`src/rtl/pcm_tx_pkg.sv`:
```
package pcm_tx_pkg;
    localparam int WORD_W  = 32;
    localparam int RATIO_W = 8;
    localparam int RES_W   = 6;
    localparam int IDX_W   = $clog2(WORD_W);

    typedef enum logic {
        SLOT_LEFT  = 1'b0,
        SLOT_RIGHT = 1'b1
    } slot_e;

    typedef struct packed {
        logic             running;
        logic             silent;   // first frame after enable
        slot_e            ch;
        logic [IDX_W-1:0] bit_i;    // bit position inside the slot
        logic [IDX_W-1:0] last;     // slot width minus one
    } seq_t;

    // Index of the last bit of a slot for a given width code.
    function automatic logic [IDX_W-1:0] slot_last(input logic [RES_W-1:0] r);
        if (r < RES_W'(2) || int'(r) > WORD_W)
            return IDX_W'(WORD_W - 1);
        return IDX_W'(r - RES_W'(1));
    endfunction
endpackage

```
`src/rtl/pcm_bclk_div.sv`:
```
module pcm_bclk_div #(
    parameter int RATIO_W = 8
) (
    input  logic               clk,
    input  logic               rst,
    input  logic               run,
    input  logic [RATIO_W-1:0] ratio,
    output logic               bclk,
    output logic               fall
);
    localparam int CNT_W = RATIO_W + 1;

    logic [CNT_W-1:0] cnt;
    logic             tick;

    // half period is ratio+2 cycles: count 0 .. ratio+1
    assign tick = (cnt == ({1'b0, ratio} + CNT_W'(1)));
    assign fall = run & tick & bclk;

    always_ff @(posedge clk) begin
        if (rst || !run) begin
            cnt  <= '0;
            bclk <= 1'b0;
        end else if (tick) begin
            cnt  <= '0;
            bclk <= ~bclk;
        end else begin
            cnt  <= cnt + CNT_W'(1);
        end
    end
endmodule

```
`src/rtl/pcm_word_fetch.sv`:
```
module pcm_word_fetch
    import pcm_tx_pkg::*;
(
    input  logic              load,
    input  logic              force_zero,
    input  logic              fifo_empty,
    input  logic [WORD_W-1:0] fifo_data,
    output logic [WORD_W-1:0] word,
    output logic              pop
);
    logic take;

    assign take = ~force_zero & ~fifo_empty;
    assign word = take ? fifo_data : '0;
    assign pop  = load & take;
endmodule

```
`src/rtl/pcm_slot_seq.sv`:
```
module pcm_slot_seq
    import pcm_tx_pkg::*;
(
    input  logic              clk,
    input  logic              rst,
    input  logic              tx_en,
    input  logic              fall,
    input  logic [RES_W-1:0]  res,
    input  logic [WORD_W-1:0] word_in,
    output logic              running,
    output logic              load,
    output logic              force_zero,
    output logic              lrclk,
    output logic              sdata
);
    seq_t              st;
    logic [WORD_W-1:0] word;
    logic              at_last;
    logic              stop;

    assign running    = st.running;
    assign at_last    = (st.bit_i == st.last);
    assign stop       = fall & at_last & (st.ch == SLOT_RIGHT) & ~tx_en;
    assign load       = st.running & fall & at_last & ~stop;
    // the right slot of the silent frame stays silent; the next frame is live
    assign force_zero = (st.ch == SLOT_LEFT) & st.silent;

    assign sdata = st.running & word[st.last - st.bit_i];
    assign lrclk = st.running & (at_last ? ~st.ch : st.ch);

    always_ff @(posedge clk) begin
        if (rst) begin
            st   <= '{running: 1'b0, silent: 1'b0, ch: SLOT_LEFT, bit_i: '0, last: '0};
            word <= '0;
        end else if (!st.running) begin
            if (tx_en) begin
                st   <= '{running: 1'b1, silent: 1'b1, ch: SLOT_LEFT,
                          bit_i: '0, last: slot_last(res)};
                word <= '0;
            end
        end else if (fall) begin
            if (stop) begin
                st   <= '{running: 1'b0, silent: 1'b0, ch: SLOT_LEFT, bit_i: '0, last: '0};
                word <= '0;
            end else if (at_last) begin
                st.bit_i <= '0;
                st.ch    <= (st.ch == SLOT_LEFT) ? SLOT_RIGHT : SLOT_LEFT;
                word     <= word_in;
                if (st.ch == SLOT_RIGHT) begin
                    st.silent <= 1'b0;
                    st.last   <= slot_last(res);
                end
            end else begin
                st.bit_i <= st.bit_i + IDX_W'(1);
            end
        end
    end
endmodule

```
`src/rtl/pcm_i2s_tx.sv`:
```
module pcm_i2s_tx
    import pcm_tx_pkg::*;
(
    input  logic               mclk,
    input  logic               rst,
    input  logic               tx_en,
    input  logic [RATIO_W-1:0] ratio,
    input  logic [RES_W-1:0]   res,
    input  logic [WORD_W-1:0]  fifo_data,
    input  logic               fifo_empty,
    output logic               bclk,
    output logic               lrclk,
    output logic               sdata,
    output logic               fifo_pop
);
    logic              running;
    logic              fall;
    logic              load;
    logic              force_zero;
    logic [WORD_W-1:0] next_word;

    pcm_bclk_div #(.RATIO_W(RATIO_W)) div_u (
        .clk   (mclk),
        .rst   (rst),
        .run   (running),
        .ratio (ratio),
        .bclk  (bclk),
        .fall  (fall)
    );

    pcm_word_fetch fetch_u (
        .load       (load),
        .force_zero (force_zero),
        .fifo_empty (fifo_empty),
        .fifo_data  (fifo_data),
        .word       (next_word),
        .pop        (fifo_pop)
    );

    pcm_slot_seq seq_u (
        .clk        (mclk),
        .rst        (rst),
        .tx_en      (tx_en),
        .fall       (fall),
        .res        (res),
        .word_in    (next_word),
        .running    (running),
        .load       (load),
        .force_zero (force_zero),
        .lrclk      (lrclk),
        .sdata      (sdata)
    );
endmodule

```
`config.mk`:
```
export PLATFORM = sky130hd
export DESIGN_NAME = pcm_i2s_tx
export DESIGN_NICKNAME = d
export VERILOG_FILES = /design/src/rtl/pcm_tx_pkg.sv /design/src/rtl/pcm_bclk_div.sv /design/src/rtl/pcm_word_fetch.sv /design/src/rtl/pcm_slot_seq.sv /design/src/rtl/pcm_i2s_tx.sv
export SDC_FILE = /design/constraint.sdc
export NUM_CORES = 1
export LEC_CHECK = 0
export ABC_AREA = 1
export BUFFER_PORTS_ARGS = -buffer_cell sky130_fd_sc_hd__buf_2
export CORE_MARGIN = 8
export CORE_UTILIZATION = 40
export CTS_CLUSTER_SIZE = 24
export DETAILED_ROUTE_END_ITERATION = 8
export MAX_ROUTING_LAYER = met4
export PLACE_DENSITY = 0.59
export REMOVE_ABC_BUFFERS = 1
export SYNTH_ARGS = -nofsm -noshare
export SYNTH_HDL_FRONTEND = slang
export SYNTH_SLANG_ARGS = --single-unit
```
`constraint.sdc`:
```
create_clock -name mclk -period 2.65 [get_ports mclk]
set_input_delay 0.1325 -clock mclk [delete_from_list [all_inputs] [get_ports mclk]]
set_output_delay 0.1325 -clock mclk [all_outputs]
set_load 0.05 [all_outputs]
```
* Word level (Yosys, flattened, before mapping)
Index checks and enable logic that the tools add are counted.
Cells by class: shifts and indexed selects 0, add/subtract/negate cells 5, equal/unequal tests 5, divide/modulo/power cells 0, multipliers 0, multiplexer cells 33, bitwise operators 19, reductions and logical operators 8, $lt $le $gt $ge 3
Operators by type and width (number):
- 2-to-1 mux 32 bit | 6
- 2-to-1 mux 13 bit | 3
- 2-to-1 mux 5 bit | 6
- 2-to-1 mux 1 bit | 15
- bitwise AND 1 bit | 13
- 2-to-1 mux 12 bit | 1
- adder 8 x 1 -> 9 bit, second input constant | 1
- adder 9 x 1 -> 9 bit, second input constant | 1
- equality test 9 bit | 1
- greater-than comparator 6 bit, second input constant | 1
- < comparator 5 x 6 -> 1 bit, second input constant | 1
- < comparator 6 x 2 -> 1 bit, second input constant | 1
- inequality test 3 bit, second input constant | 2
- inverter 1 bit | 6
- adder 5 x 1 -> 5 bit, second input constant | 1
- binary-select mux 1 bit (select 5 bit) | 1
- equality test 5 bit | 1
- subtractor 5 x 1 -> 5 bit, second input constant | 1
- subtractor 5 bit | 1
- AND reduction 4 bit | 1
- AND reduction 3 bit | 1
- logical OR 1 bit | 2
- 2-to-1 mux 2 bit | 1
- inequality test 2 x 1 -> 1 bit, second input constant | 1
- 4 further kinds | 4
Word-level totals: word-level logic and storage cells 81, latch bits 0, RAM bits 0, register bits 55, ROM bits 0, memories kept 0

* Longest topological paths before layout
depth after elaboration 17, mapped depth 16, gate-level depth less buffers 15

* By module
A second synthesis with hierarchy kept.
Unflattened totals: cells, all modules 570, area, all modules 3822.4 µm²
Modules (own cells, without submodules):
- pcm_slot_seq | cells each 369, times used 1, area each 2625.0 µm²
- pcm_bclk_div | cells each 129, times used 1, area each 822.0 µm²
- pcm_word_fetch | cells each 72, times used 1, area each 375.4 µm²

* Worst setup path after synthesis
No wires, ideal clock.
path type register to output, start point register seq_u.st[5] in the netlist's numbering, end point output sdata, stages on the path, launching flop included 12, path buffers 2, required time 2.518 ns, arrival 2.575 ns, slack -0.058 ns, cells stage by stage dfxtp_1 > ha_1 > inv_1 > fa_1 > clkbuf_1 > clkbuf_1 > a21oi_1 > a32oi_1 > mux2i_1 > nor2_1 > a211oi_1 > nor2_1
On the way: word-level cells in the longest chain between the ends 4
Ends and longest elaborated chain:
- start, declared | line pcm_slot_seq.sv:16 | seq_t st;
- start signal, assigned | line pcm_slot_seq.sv:33 | st <= '{running: 1'b0, silent: 1'b0, ch: SLOT_LEFT, bit_i: '0, last: '0};
- start signal, assigned | line pcm_slot_seq.sv:37 | st <= '{running: 1'b1, silent: 1'b1, ch: SLOT_LEFT,
- start signal, assigned | line pcm_slot_seq.sv:43 | st <= '{running: 1'b0, silent: 1'b0, ch: SLOT_LEFT, bit_i: '0, last: '0};
- subtractor 5 bit | line pcm_slot_seq.sv:28 | assign sdata = st.running & word[st.last - st.bit_i];
- binary-select mux 1 bit (select 5 bit) | line pcm_slot_seq.sv:28
- 2-to-1 mux 1 bit (implied by the code) | line pcm_slot_seq.sv:28
- bitwise AND 1 bit | line pcm_slot_seq.sv:28
- end, declared | line pcm_i2s_tx.sv:13 | output logic sdata,
Every way passes these cells. The select of a mux whose other input is x is not followed.

* Worst setup path after layout
start point register seq_u.st[0] in the netlist's numbering, end point output sdata
The elaborated chain is that of the path after synthesis.

==> qor.csv <==
stage,metric,value,unit
outcome,status,"finished, final reports clean",
synthesis,ys_async_sr_fraction,0,
synthesis,synth_cell_types,33,
synthesis,ys_ff_latch,55,
placement,hpwlAfterDp,6580,um
pwr,leakage,2.08,nW
sta,setup_viol,0,
cts,cts_max_level,2,
final_layout,layout-drive-gt1-share,0.148,
synthesis,yosysWarnings,0,
sta,hold_violations,0,
grt,globalRouteOverflowTotal,0,
cts,root_buffer,clkbuf_8,
synthesis,netlist_instances,614,
cts,path_clk_slew,0.10,ns
grt,grt_usage,0.145,
sta,tns,0,ns
sta,finClkSkew,0.0106,ns
worst_setup_path,cp-start-kind,flop,
grt,grt_first_pass_wirelength,15200,um
synthesis,synth_top_area_share,0.299,
sta,min_period,2.54,ns
pwr,power_frac_seq,0.480,
cts,clk_latency,0.30,ns
placement,port_buffers,53,
final_layout,multi_input_area,2170,um2
cts,cts_buffers,5,
synthesis,yosysMostFrequentCell,nand2_1,
detailed_routing,dr.pass1.iters,4,
placement,gp_congestion,0.870,
pwr,p_clk_frac,0.245,
worst_hold_path,whs_path_depth,2,
synthesis,synthTopCellsByCount,"nand2_1, nor2_1, inv_1",
sta,fmax,0.393,GHz
worst_setup_path,cp.arrival,2.41,ns
pwr,p_sw,0.000620,W
pwr,p_int,0.00127,W
sta,max_slew_margin,0.546,
worst_hold_path,hp-class,in -> reg,
cts,cts_max_path_buffers,2,
sta,slew_violations,0,
synthesis,ys.flop_type,dfxtp_1,
final_layout,nFillCells,980,
sta,period_share,0.959,
die,fp.dieW,112,um
synthesis,synthTopCellsByArea,"dfxtp_1, nand2_1, nor2_1",
detailed_routing,routed_wl,8670,um
sta,worstMarginPinSlew,0.680,ns
die,num_io_pins,54,
final_layout,layout.area.seq,1100,um2
worst_setup_path,crit_type,reg -> out,
synthesis,synth.avg_cell_area,6.01,um2
cts,cts.sinks,55,
detailed_routing,antenna_left,0,
grt,grt_antenna_before_repair,0,
die,num_rows,35,
synthesis,synth_area_leader_cell,dfxtp_1,
worst_setup_path,reg2reg_depth,12,
detailed_routing,drt_iter0_drc,162,
run,drv_cap,0,
cts,ctsHoldBuffers,0,
final_layout,nets,722,
synthesis,ys_seq_area_frac,0.299,
synthesis,synth_edf_count,0,
synthesis,syn_area,3690,um2
placement,post_dp_cell_area,4030,um2
worst_setup_path,path_max_fanout,7,
detailed_routing,route.detailed.drc,0,
detailed_routing,vias_per_cell,4.80,
pwr,peakVddDrop,0.000198,V
grt,grt_max_degree,66,
die,fp.dieArea,12500,um2
sta,rsz0062_at_grt,yes,
pwr,power_density,450,nW/um2
final_layout,diodes,0,
grt,grt_pass1_vias,3594,
worst_setup_path,required,2.52,ns
pwr,p_comb_frac,0.275,
die,core,9110,um2
die,start_util,0.405,
die,die_h,112,um
detailed_routing,vias,3717,
cts,cts_tree,built,
detailed_routing,wire_per_inst,11.2,um
pwr,swShare,0.328,
final_layout,syn_to_final_growth,13.9,%
final_layout,final_cell_area,4200,um2
worst_setup_path,end_kind,primary output,
[cells by family after synthesis]
family	count (synthesis)	share of synthesized area
and+or+nand+nor	380	0.432
buffers and inverters	107	0.123
AOI/OAI and AO/OA	48	0.0770
xor gates and xnor gates	13	0.0309
adders and majority gates	10	0.0360
DFF	55	0.299
muxes	1	0.00271
[final timing paths]
path	slack, ns	startpoint	end
max	0.11	seq_u.st[0]	sdata
min	0.10	rst	seq_u.st[5]
max reg2reg	0.48	seq_u.st[7]	seq_u.word[25]
min reg2reg	0.47	seq_u.st[11]	seq_u.st[11]
[sequential cells by signal, summed over array words and instances, names as in the netlist]
name           cells
div_u.bclk         1
div_u.cnt          9
seq_u.running      1
seq_u.st          12
seq_u.word        32
[area by class of cell]
cell class                 instances  area share
clock inverter                     2     0.00387
inverter                          80      0.0715
sequential                        55       0.263
multi-input combinational        452       0.516
timing repair buffer              68      0.0953
clock buffer                       6      0.0173
tap                              111      0.0331
[metal layers]
| layer | track usage | up-vias | part of all wire |
|---|---|---|---|
| met1 | 0.153 | 1674 | 0.45 |
| met5 | - | - | 0 |
| met2 | 0.271 | 41 | 0.51 |
| met4 | 0.0387 | 0 | 0.0082 |
| li1 | - | 1995 | - |
| met3 | 0.0268 | 7 | 0.031 |
[power groups by stage]
stage | Combinational, W | Sequential [W] | Clock (W)
5_1_grt | 0.000598 | 0.000916 | 0.000525
3_3_place_gp | 0.000481 | 0.000926 | 0
2_1_floorplan | 0.000344 | 0.000925 | 0
3_5_place_dp | 0.000491 | 0.000927 | 0
6_report | 0.000520 | 0.000908 | 0.000462
4_1_cts | 0.000499 | 0.000908 | 0.000494
[stage by stage]
stage	worst slack [ns]	hold slack [ns]	util	total power, W	cells
floorplan	-0.332	0.202	-	0.00127	587
global placement	0.221	0.425	0.442	0.00141	761
detailed placement	0.176	0.427	0.442	0.00142	761
CTS	0.0392	0.0899	0.454	0.00190	770
global route	-0.0564	0.0996	0.461	0.00204	774
finish	0.108	0.104	0.461	0.00189	774
[placed cells by master (no fill, tap or decap), types with 8 or more instances in the layout]
| cell | synthesis | routed |
|---|---|---|
| a21oi_1 | 24 | 23 |
| buf_2 | 5 | 52 |
| buf_4 | 0 | 13 |
| dfxtp_1 | 55 | 52 |
| ha_1 | 9 | 8 |
| inv_1 | 79 | 77 |
| nand2_1 | 162 | 161 |
| nand3_1 | 59 | 59 |
| nor2_1 | 134 | 134 |
| o21ai_0 | 10 | 10 |
| xor2_1 | 11 | 11 |
[critical path, cell delays in order (launching register included)]
cell	delay [ns]
dfxtp_2	0.34
inv_2	0.04
ha_4	0.15
inv_2	0.05
fa_2	0.48
buf_6	0.16
buf_4	0.13
a21oi_1	0.10
a32o_1	0.13
nand2_1	0.06
a211oi_2	0.22
nor2_1	0.09
buf_6	0.15
[what timing repair did]
| action | CTS | global route |
|---|---|---|
| buffers inserted | 1 | 4 |
| pin swaps | 1 | 7 |
| resized for setup | 4 | 10 |
| endpoints found under the setup margin | 1 | 2 |
Power figures use the tool's default switching activity.
